==> src/rtl/sar_acq_pkg.sv <==
package sar_acq_pkg;

  typedef enum logic {
    PH_ACQ  = 1'b0,
    PH_XFER = 1'b1
  } acq_phase_e;

  // A requested acquisition length of zero is promoted to one cycle.
  function automatic int unsigned eff_len(input int unsigned req);
    return (req == 0) ? 1 : req;
  endfunction

endpackage

==> src/rtl/sar_acq_timing.sv <==
module sar_acq_timing
  import sar_acq_pkg::*;
#(
  parameter int ACQW = 8,
  parameter int LEAD = 2,
  parameter int RES  = 12
) (
  input  logic            clk,
  input  logic            rst_n,
  input  logic [ACQW-1:0] acq_cycles_i,
  output logic            sck_o,
  output logic            cs_n_o,
  output logic            cap_en_o,
  output logic            done_o
);
  localparam int XFER  = LEAD + RES;
  localparam int EDGES = 2 * XFER;
  localparam int ECW   = $clog2(EDGES);
  localparam int BIW   = ECW - 1;
  localparam logic [ECW-1:0] EDGE_LAST = ECW'(EDGES - 1);

  acq_phase_e      ph_q;
  logic [ECW-1:0]  edge_q;
  logic [ACQW-1:0] acq_q;
  logic [ACQW-1:0] nlat_q;
  logic            sck_q;
  logic            csn_q;
  logic [BIW-1:0]  bit_idx;
  logic            acq_end;
  logic [ACQW-1:0] n_next;

  assign n_next   = ACQW'(eff_len(32'(acq_cycles_i)));
  assign bit_idx  = edge_q[ECW-1:1];
  assign acq_end  = (ph_q == PH_ACQ) && (acq_q == nlat_q - 1'b1);
  assign done_o   = (ph_q == PH_XFER) && (edge_q == EDGE_LAST);
  // Sample on the edge that drives the serial clock from low to high.
  assign cap_en_o = (ph_q == PH_XFER) && !edge_q[0] && (bit_idx >= BIW'(LEAD));

  always_ff @(posedge clk) begin
    if (!rst_n) begin
      ph_q   <= PH_ACQ;
      edge_q <= '0;
      acq_q  <= '0;
      nlat_q <= n_next;
      sck_q  <= 1'b1;
      csn_q  <= 1'b1;
    end else begin
      case (ph_q)
        PH_ACQ: begin
          if (acq_end) begin
            ph_q   <= PH_XFER;
            edge_q <= '0;
            acq_q  <= '0;
            sck_q  <= 1'b0;
            csn_q  <= 1'b0;
          end else begin
            acq_q <= acq_q + 1'b1;
          end
        end
        default: begin
          if (edge_q == EDGE_LAST) begin
            ph_q   <= PH_ACQ;
            nlat_q <= n_next;
            sck_q  <= 1'b1;
            csn_q  <= 1'b1;
          end else begin
            edge_q <= edge_q + 1'b1;
            sck_q  <= !edge_q[0];
          end
        end
      endcase
    end
  end

  assign sck_o  = sck_q;
  assign cs_n_o = csn_q;

endmodule

==> src/rtl/sar_acq_shift.sv <==
module sar_acq_shift #(
  parameter int RES = 12
) (
  input  logic           clk,
  input  logic           rst_n,
  input  logic           cap_en_i,
  input  logic           miso_i,
  output logic [RES-1:0] word_o
);
  logic [RES-1:0] sh_q;

  always_ff @(posedge clk) begin
    if (!rst_n)        sh_q <= '0;
    else if (cap_en_i) sh_q <= {sh_q[RES-2:0], miso_i};
  end

  assign word_o = sh_q;

endmodule

==> src/rtl/sar_acq_outreg.sv <==
module sar_acq_outreg #(
  parameter int W = 24
) (
  input  logic         clk,
  input  logic         rst_n,
  input  logic         load_i,
  input  logic [W-1:0] data_i,
  input  logic         ready_i,
  output logic         valid_o,
  output logic [W-1:0] data_o
);
  logic         vld_q;
  logic [W-1:0] dat_q;

  always_ff @(posedge clk) begin
    if (!rst_n) begin
      vld_q <= 1'b0;
      dat_q <= '0;
    end else if (load_i) begin
      vld_q <= 1'b1;   // newer pair replaces an unaccepted one
      dat_q <= data_i;
    end else if (vld_q && ready_i) begin
      vld_q <= 1'b0;
    end
  end

  assign valid_o = vld_q;
  assign data_o  = dat_q;

endmodule

==> src/rtl/sar_pair_acq.sv <==
module sar_pair_acq #(
  parameter int ACQW = 8,
  parameter int LEAD = 2,
  parameter int RES  = 12,
  parameter int NCH  = 2
) (
  input  logic               clk,
  input  logic               rst_n,
  input  logic [ACQW-1:0]    acq_cycles_i,
  output logic               sck_o,
  output logic               cs_n_o,
  input  logic [NCH-1:0]     miso_i,
  output logic               pair_valid_o,
  input  logic               pair_ready_i,
  output logic [NCH*RES-1:0] pair_data_o
);
  localparam int PW = NCH * RES;

  logic          cap_en;
  logic          done;
  logic [PW-1:0] bundle;

  sar_acq_timing #(.ACQW(ACQW), .LEAD(LEAD), .RES(RES)) u_tim (
    .clk          (clk),
    .rst_n        (rst_n),
    .acq_cycles_i (acq_cycles_i),
    .sck_o        (sck_o),
    .cs_n_o       (cs_n_o),
    .cap_en_o     (cap_en),
    .done_o       (done)
  );

  for (genvar ch = 0; ch < NCH; ch++) begin : g_ch
    sar_acq_shift #(.RES(RES)) u_sh (
      .clk      (clk),
      .rst_n    (rst_n),
      .cap_en_i (cap_en),
      .miso_i   (miso_i[ch]),
      .word_o   (bundle[ch*RES +: RES])
    );
  end

  sar_acq_outreg #(.W(PW)) u_out (
    .clk     (clk),
    .rst_n   (rst_n),
    .load_i  (done),
    .data_i  (bundle),
    .ready_i (pair_ready_i),
    .valid_o (pair_valid_o),
    .data_o  (pair_data_o)
  );

endmodule

==> config.mk <==
export PLATFORM = sky130hd
export DESIGN_NAME = sar_pair_acq
export DESIGN_NICKNAME = d
export VERILOG_FILES = /design/src/rtl/sar_acq_pkg.sv /design/src/rtl/sar_acq_timing.sv /design/src/rtl/sar_acq_shift.sv /design/src/rtl/sar_acq_outreg.sv /design/src/rtl/sar_pair_acq.sv
export SDC_FILE = /design/constraint.sdc
export NUM_CORES = 1
export LEC_CHECK = 0
export CORE_ASPECT_RATIO = 0.5
export CORE_MARGIN = 2
export CORE_UTILIZATION = 54
export DETAILED_ROUTE_END_ITERATION = 12
export DONT_BUFFER_PORTS = 1
export PLACE_DENSITY = 0.72
export SYNTH_ARGS = -nofsm -noshare
export SYNTH_HDL_FRONTEND = slang
export SYNTH_SLANG_ARGS = --single-unit
==> constraint.sdc <==
create_clock -name clk -period 2.77 [get_ports clk]
set_clock_uncertainty 0.05 [all_clocks]
set_input_delay 0.4155 -clock clk [delete_from_list [all_inputs] [get_ports clk]]
set_output_delay 0.4155 -clock clk [all_outputs]
set_load 0.01 [all_outputs]
# Word level (Yosys, flattened, before mapping)
# Index checks and enable logic that the tools add are counted.
[word_totals]
reg_bits = 73
input_bits = 13
out_inout_bits = 27
elab_cells = 51
[op_classes]
addsub = 3
n_lt_le_gt_ge = 1
n_eq_ne = 6
muxes = 18
n_bitwise = 1
n_reduce_logical = 12
[op_table]
columns = ["cell", "n"]
rows = [
  ["8-bit 2-to-1 mux", 5],
  ["5-bit 2-to-1 mux", 3],
  ["1-bit 2-to-1 mux", 10],
  ["8-bit by 1-bit adder with 8-bit output, second input constant", 1],
  ["8-bit == test", 1],
  ["8-bit zero test", 1],
  ["8-bit by 1-bit subtractor with 8-bit output, second input constant", 1],
  ["2-bit AND reduction", 3],
  ["5-bit by 1-bit adder with 5-bit output, second input constant", 1],
  ["5-bit == test, second input constant", 1],
  ["1-bit logical AND", 5],
  ["4-bit by 2-bit >= comparator with 1-bit output, second input constant", 1],
  ["2-bit by 1-bit inequality test with 1-bit output, second input constant", 2],
  ["2-bit inequality test, second input constant", 2],
  ["2-bit nonzero test", 2],
  ["1-bit zero test", 1],
  ["1-bit NOT", 1],
]

# Logic depth before layout (Yosys ltp)
# Gate-level depths: netlist of the first run.
[depth]
depth_word = 5
ltp_mapped = 8
ltp_nobuf = 8

# By module
# Synthesis of the first run repeated with hierarchy kept, for this count alone.
[hier_totals]
hier_cells = 296
area_unflattened_um2 = 3266.9
[modules_own_cells]
columns = ["module", "n_inst", "cells_per_inst", "area_per_inst_um2", "seq_area_each_um2"]
rows = [
  ["sar_acq_timing", 1, 140, 1402.6, 560.5],
  ["sar_acq_outreg", 1, 80, 963.4, 500.5],
  ["sar_acq_shift", 2, 38, 450.4, 240.2],
]

# Worst setup path before layout of the first run
# Ideal clock, no wire load.
[synth_timing]
path_kind = "reg-to-reg"
from = "register u_tim.nlat_q[2]"
to = "register u_tim.sck_q, in the netlist u_tim.sck_o"
setup_ns = 0.120
t_arrival_ns = 2.083
required_time_ns = 2.600
setup_slack_ns = 0.518
path_stages_with_launch = 7
path_buffers = 0
period_less_slack_ns = 2.252
path_cell_list = "edfxtp_1 > or3_1 > or4_4 > xnor2_2 > o211ai_2 > o21ba_4 > a211o_1"
[synth_between]
elab_chain_cells = 4
[synth_lines]
columns = ["element", "line_no", "rtl"]
rows = [
  ["start, declared", "sar_acq_timing.sv:25", "logic [ACQW-1:0] nlat_q;"],
  ["start signal, assigned", "sar_acq_timing.sv:44", "nlat_q <= n_next;"],
  ["start signal, assigned", "sar_acq_timing.sv:63", "nlat_q <= n_next;"],
  ["8-bit by 1-bit subtractor with 8-bit output", "sar_acq_timing.sv:34", "assign acq_end = (ph_q == PH_ACQ) && (acq_q == nlat_q - 1'b1);"],
  ["8-bit == test", "sar_acq_timing.sv:34", ""],
  ["1-bit logical AND", "sar_acq_timing.sv:34", ""],
  ["2-bit nonzero test (no source line)", "n/a", ""],
  ["end signal, assigned", "sar_acq_timing.sv:68", "sck_q <= !edge_q[0];"],
  ["end, declared", "sar_acq_timing.sv:26", "logic sck_q;"],
]
# Every way passes these cells.
# A chain may end at the register's enable or synchronous reset.

# Final worst setup path of the first run
# Ends and elaborated chain as after synthesis.

==> results.toml, run 1 <==
[worst_setup_path]
worstPathRequired_ns = 2.94
crit_buf_inv = 0
path_class = "reg2reg"
cpMaxStageDelayCell = "or4_4"
critPathTopFamily = "simple AND/OR/NAND/NOR gates"
crit_chain = "or3_1, or4_4, xnor2_2, o211ai_2, o21ba_4, a211o_1"
max_stage_delay_ns = 0.50
worstPathArrival_ns = 2.54
path_max_fanout = 7
crit_path_end_kind = "flip-flop"
startpoint_type = "flip-flop"

[drt]
wl_per_cell_um = 13.7
routed_wl_um = 5600
vias_per_cell = 5.50
drc = 0
detail-route-antenna-nets = 0
vias = 2249
drt_iter0_markers = 71
dr.pass1.iters = 4

[floorplanning]
core_area_um2 = 5490
num_rows = 19
initial_core_util = 0.559
num_io_pins = 40
fp.dieH_um = 57.3
die_area_um2 = 6340
die_x_um = 111

[clocking]
numCtsBuffers = 9
cts_tree = "built"
clk_latency_ns = 0.33
cts.repair.resized = 0
clock_tree.root_cell = "clkbuf_16"
cts.path.max_buffers = 2
htreeDepth = 3
cts.sinks = 73
postCtsHoldBufs = 0
post-cts-setup-buffers = 0
clk_pin_slew_ns = 0.06

[cells_and_area]
n_antenna_cell = 0
fin_area_um2 = 3390
area_growth_pct = 10.4
drive_gt1_frac = 0.0744
fin_nets = 347
fin_cells = 409

[global_routing]
grt_pass1_wl_um = 9670
antenna_found_initial = 0
grt_overflow = 0
grt_pass1_vias = 2182
grt_max_degree = 61
grt_util_all_layers = 0.193

[sta]
fmax_ghz = 0.421
slew_viol_final = 0
grt_setup_unrepaired = "no"
setup_viol = 0
worst_slack_ns = 0.396
fin_setup_tns_ns = 0
hold_viol = 0
tightest_slew_ns = 0.930
fin_crit_sh = 0.857
slew_headroom = 0.380
min_period_ns = 2.37

[synthesis]
yosysSeqAreaShare = 0.502
netlist.area_leader.share = 0.424
synth_nets = 358
ys.flop_type = "dfxtp_1"
syn_inst = 342
synthArstFlopShare = 0
yosysTopAreaCell = "dfxtp_1"
avgSynthCellArea_um2 = 8.98
ys_warn_count = 0
synth.distinct_cells = 44
synth_edf_count = 8
synth.area.top_cells = "dfxtp_1, nand2_1, a21boi_0, edfxtp_1, clkbuf_1"
ys_ff_latch = 73
synth.cell_area_um2 = 3070

[power_and_ir_drop]
power_leakage_nw = 1.13
ir_worst_vdd_v = 0.000336
power.density_nw_per_um2 = 657

[placement]
dp.cells = 393
dpl-instance-area_um2 = 3110
hpwl_um = 3770
numPortBuffers = 0
gp_congestion = 0.838
dpl_worst_slack_ns = 0.399

[job]
max-cap-violations = 0

[outcome]
outcome = "finished clean"

[worst_hold_path]
hold_path_class = "in2reg"
cell usage in the layout, fill, tap and decap left out, types with 4 or more instances in the layout:
cell type | Yosys | final
dfxtp_1 | 65 | 65
nand2_1 | 101 | 101
nor3_1 | 7 | 7
nand3_1 | 4 | 4
xor2_1 | 8 | 8
clkbuf_16 | 0 | 9
nor2b_1 | 7 | 7
a21boi_0 | 41 | 41
nor2_1 | 9 | 9
buf_4 | 0 | 4
a21boi_1 | 11 | 11
xnor2_1 | 7 | 7
edfxtp_1 | 8 | 8
cell type report:
cell class / instances / area, um2
Fill cell: 465 / 2100
Sequential cell: 73 / 1540
Multi-Input combinational cell: 240 / 1440
Clock buffer: 11 / 243
Tap cell: 73 / 91.3
Clock inverter: 5 / 38.8
Timing Repair Buffer: 4 / 30.0
Inverter: 3 / 11.3
sequential cells by signal, summed over array words and instances (netlist names):
name,flops
u_tim.cs_n_o,1
u_tim.sck_o,1
u_tim.nlat_q,8
u_tim.acq_q,8
u_tim.ph_q,1
u_out.valid_o,1
u_out.data_o,24
g_ch.u_sh.word_o,24
u_tim.edge_q,5
per-layer routing:
metal	wire, um	global-route usage	part of all wire	vias to the layer above
li1	-	-	-	1129
met1	2580	0.214	0.46	1073
met2	2650	0.331	0.47	36
met3	280	0.0935	0.050	11
met4	83	0.0679	0.015	0
met5	0	0	0	-
where the power goes:
| part | switching [W] | internal [W] |
|---|---|---|
| sequential | 0.0000152 | 0.00108 |
| clock | 0.000438 | 0.000635 |
| combinational | 0.0000250 | 0.0000313 |
cell families (layout without fill, tap and decap cells):
kind of cell | Yosys count | in the layout | share of synthesized area
fa+ha+maj | 3 | 3 | 0.0122
simple gates | 144 | 144 | 0.206
flops | 73 | 73 | 0.502
compound gates | 77 | 77 | 0.196
buf+inv | 29 | 23 | 0.0354
xor+xnor | 16 | 16 | 0.0481
synthesized netlist by cell type (3+ instances only):
cell and n:
nor2_1 9, dfxtp_1 65, nand3_1 4, edfxtp_1 8, nand2_1 101, xor2_1 8, o31ai_1 3, inv_1 3
a32o_1 3, a21boi_0 41, nor3_1 7, nor2b_1 7, xnor2_1 7, a21boi_1 11, ha_1 3, clkbuf_1 26
through the flow:
step | total power (W) | hold WS [ns] | utilization
floorplan | 0.00118 | 0.391 | -
global placement | 0.00117 | 0.400 | 0.566
detailed placement | 0.00118 | 0.411 | 0.566
CTS | 0.00225 | 0.0987 | 0.617
global route | 0.00230 | 0.102 | 0.617
finish | 0.00223 | 0.117 | 0.617
path summary, 6_finish.rpt:
| kind | from | end | slack (ns) | cells after the start |
|---|---|---|---|---|
| max | u_tim.nlat_q[2] | u_tim.sck_o | 0.40 | 6 |
| min | rst_n | u_tim.cs_n_o | 0.12 | 1 |
| max reg2reg | u_tim.nlat_q[2] | u_tim.sck_o | 0.40 | 6 |
| min reg2reg | g_ch[1].u_sh.word_o[7] | g_ch[1].u_sh.word_o[8] | 0.42 | 2 |
Power figures use the tool's default switching activity.
==> inputs of run 2 (changes only) <==
--- a/config.mk
+++ b/config.mk
@@ -10,7 +10,7 @@
 export CORE_UTILIZATION = 54
 export DETAILED_ROUTE_END_ITERATION = 12
 export DONT_BUFFER_PORTS = 1
-export PLACE_DENSITY = 0.72
+export PLACE_DENSITY = 0.75
 export SYNTH_ARGS = -nofsm -noshare
 export SYNTH_HDL_FRONTEND = slang
 export SYNTH_SLANG_ARGS = --single-unit
==> constraint.sdc (replaced) <==
create_clock -name clk -period 2.1 [get_ports clk]
set_clock_uncertainty 0.05 [all_clocks]
set_input_delay 0.315 -clock clk [delete_from_list [all_inputs] [get_ports clk]]
set_output_delay 0.315 -clock clk [all_outputs]
set_load 0.01 [all_outputs]
==> results.toml, run 2 (synthesis gave the netlist of run 1 again) <==
[outcome]
outcome = "complete, but fails checks"
violations = "setup timing"

[floorplanning]
die_x_um = 111
initial_core_util = 0.559
num_io_pins = 40
fp.dieH_um = 57.3
core_area_um2 = 5490
die_area_um2 = 6340
num_rows = 19

[sta]
fmax_ghz = 0.459
tightest_slew_ns = 0.924
hold_viol = 0
setup_viol = 13
min_period_ns = 2.18
slew_viol_final = 0
fin_crit_sh = 1.04
grt_setup_unrepaired = "yes"
slew_headroom = 0.384
worst_slack_ns = -0.0793

[clocking]
clk_pin_slew_ns = 0.05
clk_latency_ns = 0.33
clock_tree.root_cell = "clkbuf_16"
cts.sinks = 73
cts_tree = "built"
numCtsBuffers = 9
htreeDepth = 3
postCtsHoldBufs = 0
cts.path.max_buffers = 2

[cells_and_area]
layout_common_cells = "nand2_1, dfxtp_1, a21boi_0"
fin_nets = 360
mostFrequentLayoutCell = "nand2_1"
area_growth_pct = 16.2
n_antenna_cell = 0
finish.utilization = 0.650
n_fill_cell = 432
drive_gt1_frac = 0.138
fin_cells = 422

[worst_setup_path]
cpMaxStageDelayCell = "or4_4"
crit_chain = "or3_4, or4_4, xnor2_2, o211ai_2, o21ba_4, a211o_1"
rr_startpoint = "u_tim.nlat_q[3]"
worst-r2r-setup-slack_ns = -0.08
worstPathArrival_ns = 2.35
r2r-end = "u_tim.sck_o"
startpoint_type = "flip-flop"
worstPathRequired_ns = 2.27
path_class = "reg2reg"
path_max_fanout = 7
r2r_cells = 6
crit_path_end_kind = "flip-flop"
max_stage_delay_ns = 0.44

[worst_hold_path]
whs_path_depth = 0
hold_path_class = "in2reg"
holdPathEnd = "u_tim.nlat_q[6]"
hold_start = "acq_cycles_i[6]"

[power_and_ir_drop]
power.density_nw_per_um2 = 847
ir_worst_vdd_v = 0.000627
power.share.clock = 0.486
netSwitchingFraction = 0.204
pwr-share-seq = 0.478
power_frac_comb = 0.035
p_switching_w = 0.000617
power_leakage_nw = 1.21
internal_power_w = 0.00240

[drt]
detail-route-antenna-nets = 0
drc = 0
vias_per_cell = 5.45
wl_per_cell_um = 14.4
vias = 2302
routed_wl_um = 6060
drt_iter0_markers = 149
dr.pass1.iters = 4

[global_routing]
grt_overflow = 0
grt_util_all_layers = 0.212
grt_pass1_vias = 2298
grt_pass1_wl_um = 10600
grt_max_degree = 61
antenna_found_initial = 0

[placement]
numPortBuffers = 0
dpl_worst_slack_ns = -0.131
dp.cells = 404
hpwl_um = 4060
gp_congestion = 0.838

[job]
max-cap-violations = 0
==> run 2: cell types whose count changed in the layout (fill, tap and decap cells not counted), sizes merged <==
cell      delta
clkinvlp     -1
bufinv       +1
clkinv       +2
buf         +13
inv          -2
==> run 2: timing repair <==
| action | 4_1_cts | 5_1_grt |
|---|---|---|
| gates resized for setup | 6 | 10 |
| cloned | 0 | 0 |
| setup buffers | 2 | 0 |
| hold endpoints to repair | 0 | 0 |
| pin swaps | 6 | 10 |
| setup endpoints to repair | 14 | 15 |
==> run 2: layout make-up <==
cell class,instances,area [um2],share of cell area
repair buffers,17,135,0.0379
flip-flops and latches,73,1540,0.432
inverters,3,11.3,0.00316
well taps,73,91.3,0.0256
multi-input cells,240,1500,0.420
clock inverters,5,56.3,0.0158
clock buffers,11,233,0.0652
==> run 2: worst max path at each step <==
stage	start	to	slack, ns	depth (start not counted)
3_5_place_dp	u_tim.nlat_q[4]	u_tim.sck_o	-0.13	6
2_1_floorplan	u_tim.nlat_q[3]	u_tim.sck_o	-0.10	6
6_report	u_tim.nlat_q[3]	u_tim.sck_o	-0.08	6
3_3_place_gp	u_tim.nlat_q[4]	u_tim.acq_q[1]	-0.08	6
4_1_cts	u_tim.nlat_q[4]	u_tim.sck_o	-0.07	6
5_1_grt	u_tim.nlat_q[0]	u_tim.sck_o	-0.14	7
==> run 2: per-stage QoR <==
step	area (um2)	hold slack, ns	total power (W)	setup TNS [ns]
floorplan	3070	0.391	0.00155	-0.669
global placement	3190	0.343	0.00156	-0.361
detailed placement	3190	0.358	0.00157	-1.08
CTS	3530	0.00321	0.00305	-0.180
global route	3570	0.0145	0.00313	-1.38
finish	3570	0.0295	0.00302	-0.493
==> run 2: layer usage <==
layer  GRT usage  vias to the layer above  routed length (um)
met4      0.0982                        0                 139
met3      0.0946                       13                 290
met1       0.244                     1104                2730
met2       0.350                       35                2900
met5           0                        -                   0
li1            -                     1150                   -
==> run 2: power groups by stage <==
stage	logic [W]	registers (W)	clock network, W
2_1_floorplan	0.0000795	0.00147	0
3_3_place_gp	0.0000881	0.00147	0
3_5_place_dp	0.0000923	0.00147	0
4_1_cts	0.0000992	0.00144	0.00150
5_1_grt	0.000118	0.00145	0.00156
6_report	0.000107	0.00145	0.00147
==> run 2: critical path: cells and delay by family, from the launching register on <==
kind            cells  cell delay (ns)
simple gates        2             0.83
compound gates      3             0.64
xor+xnor            1             0.14
flops               1             0.41
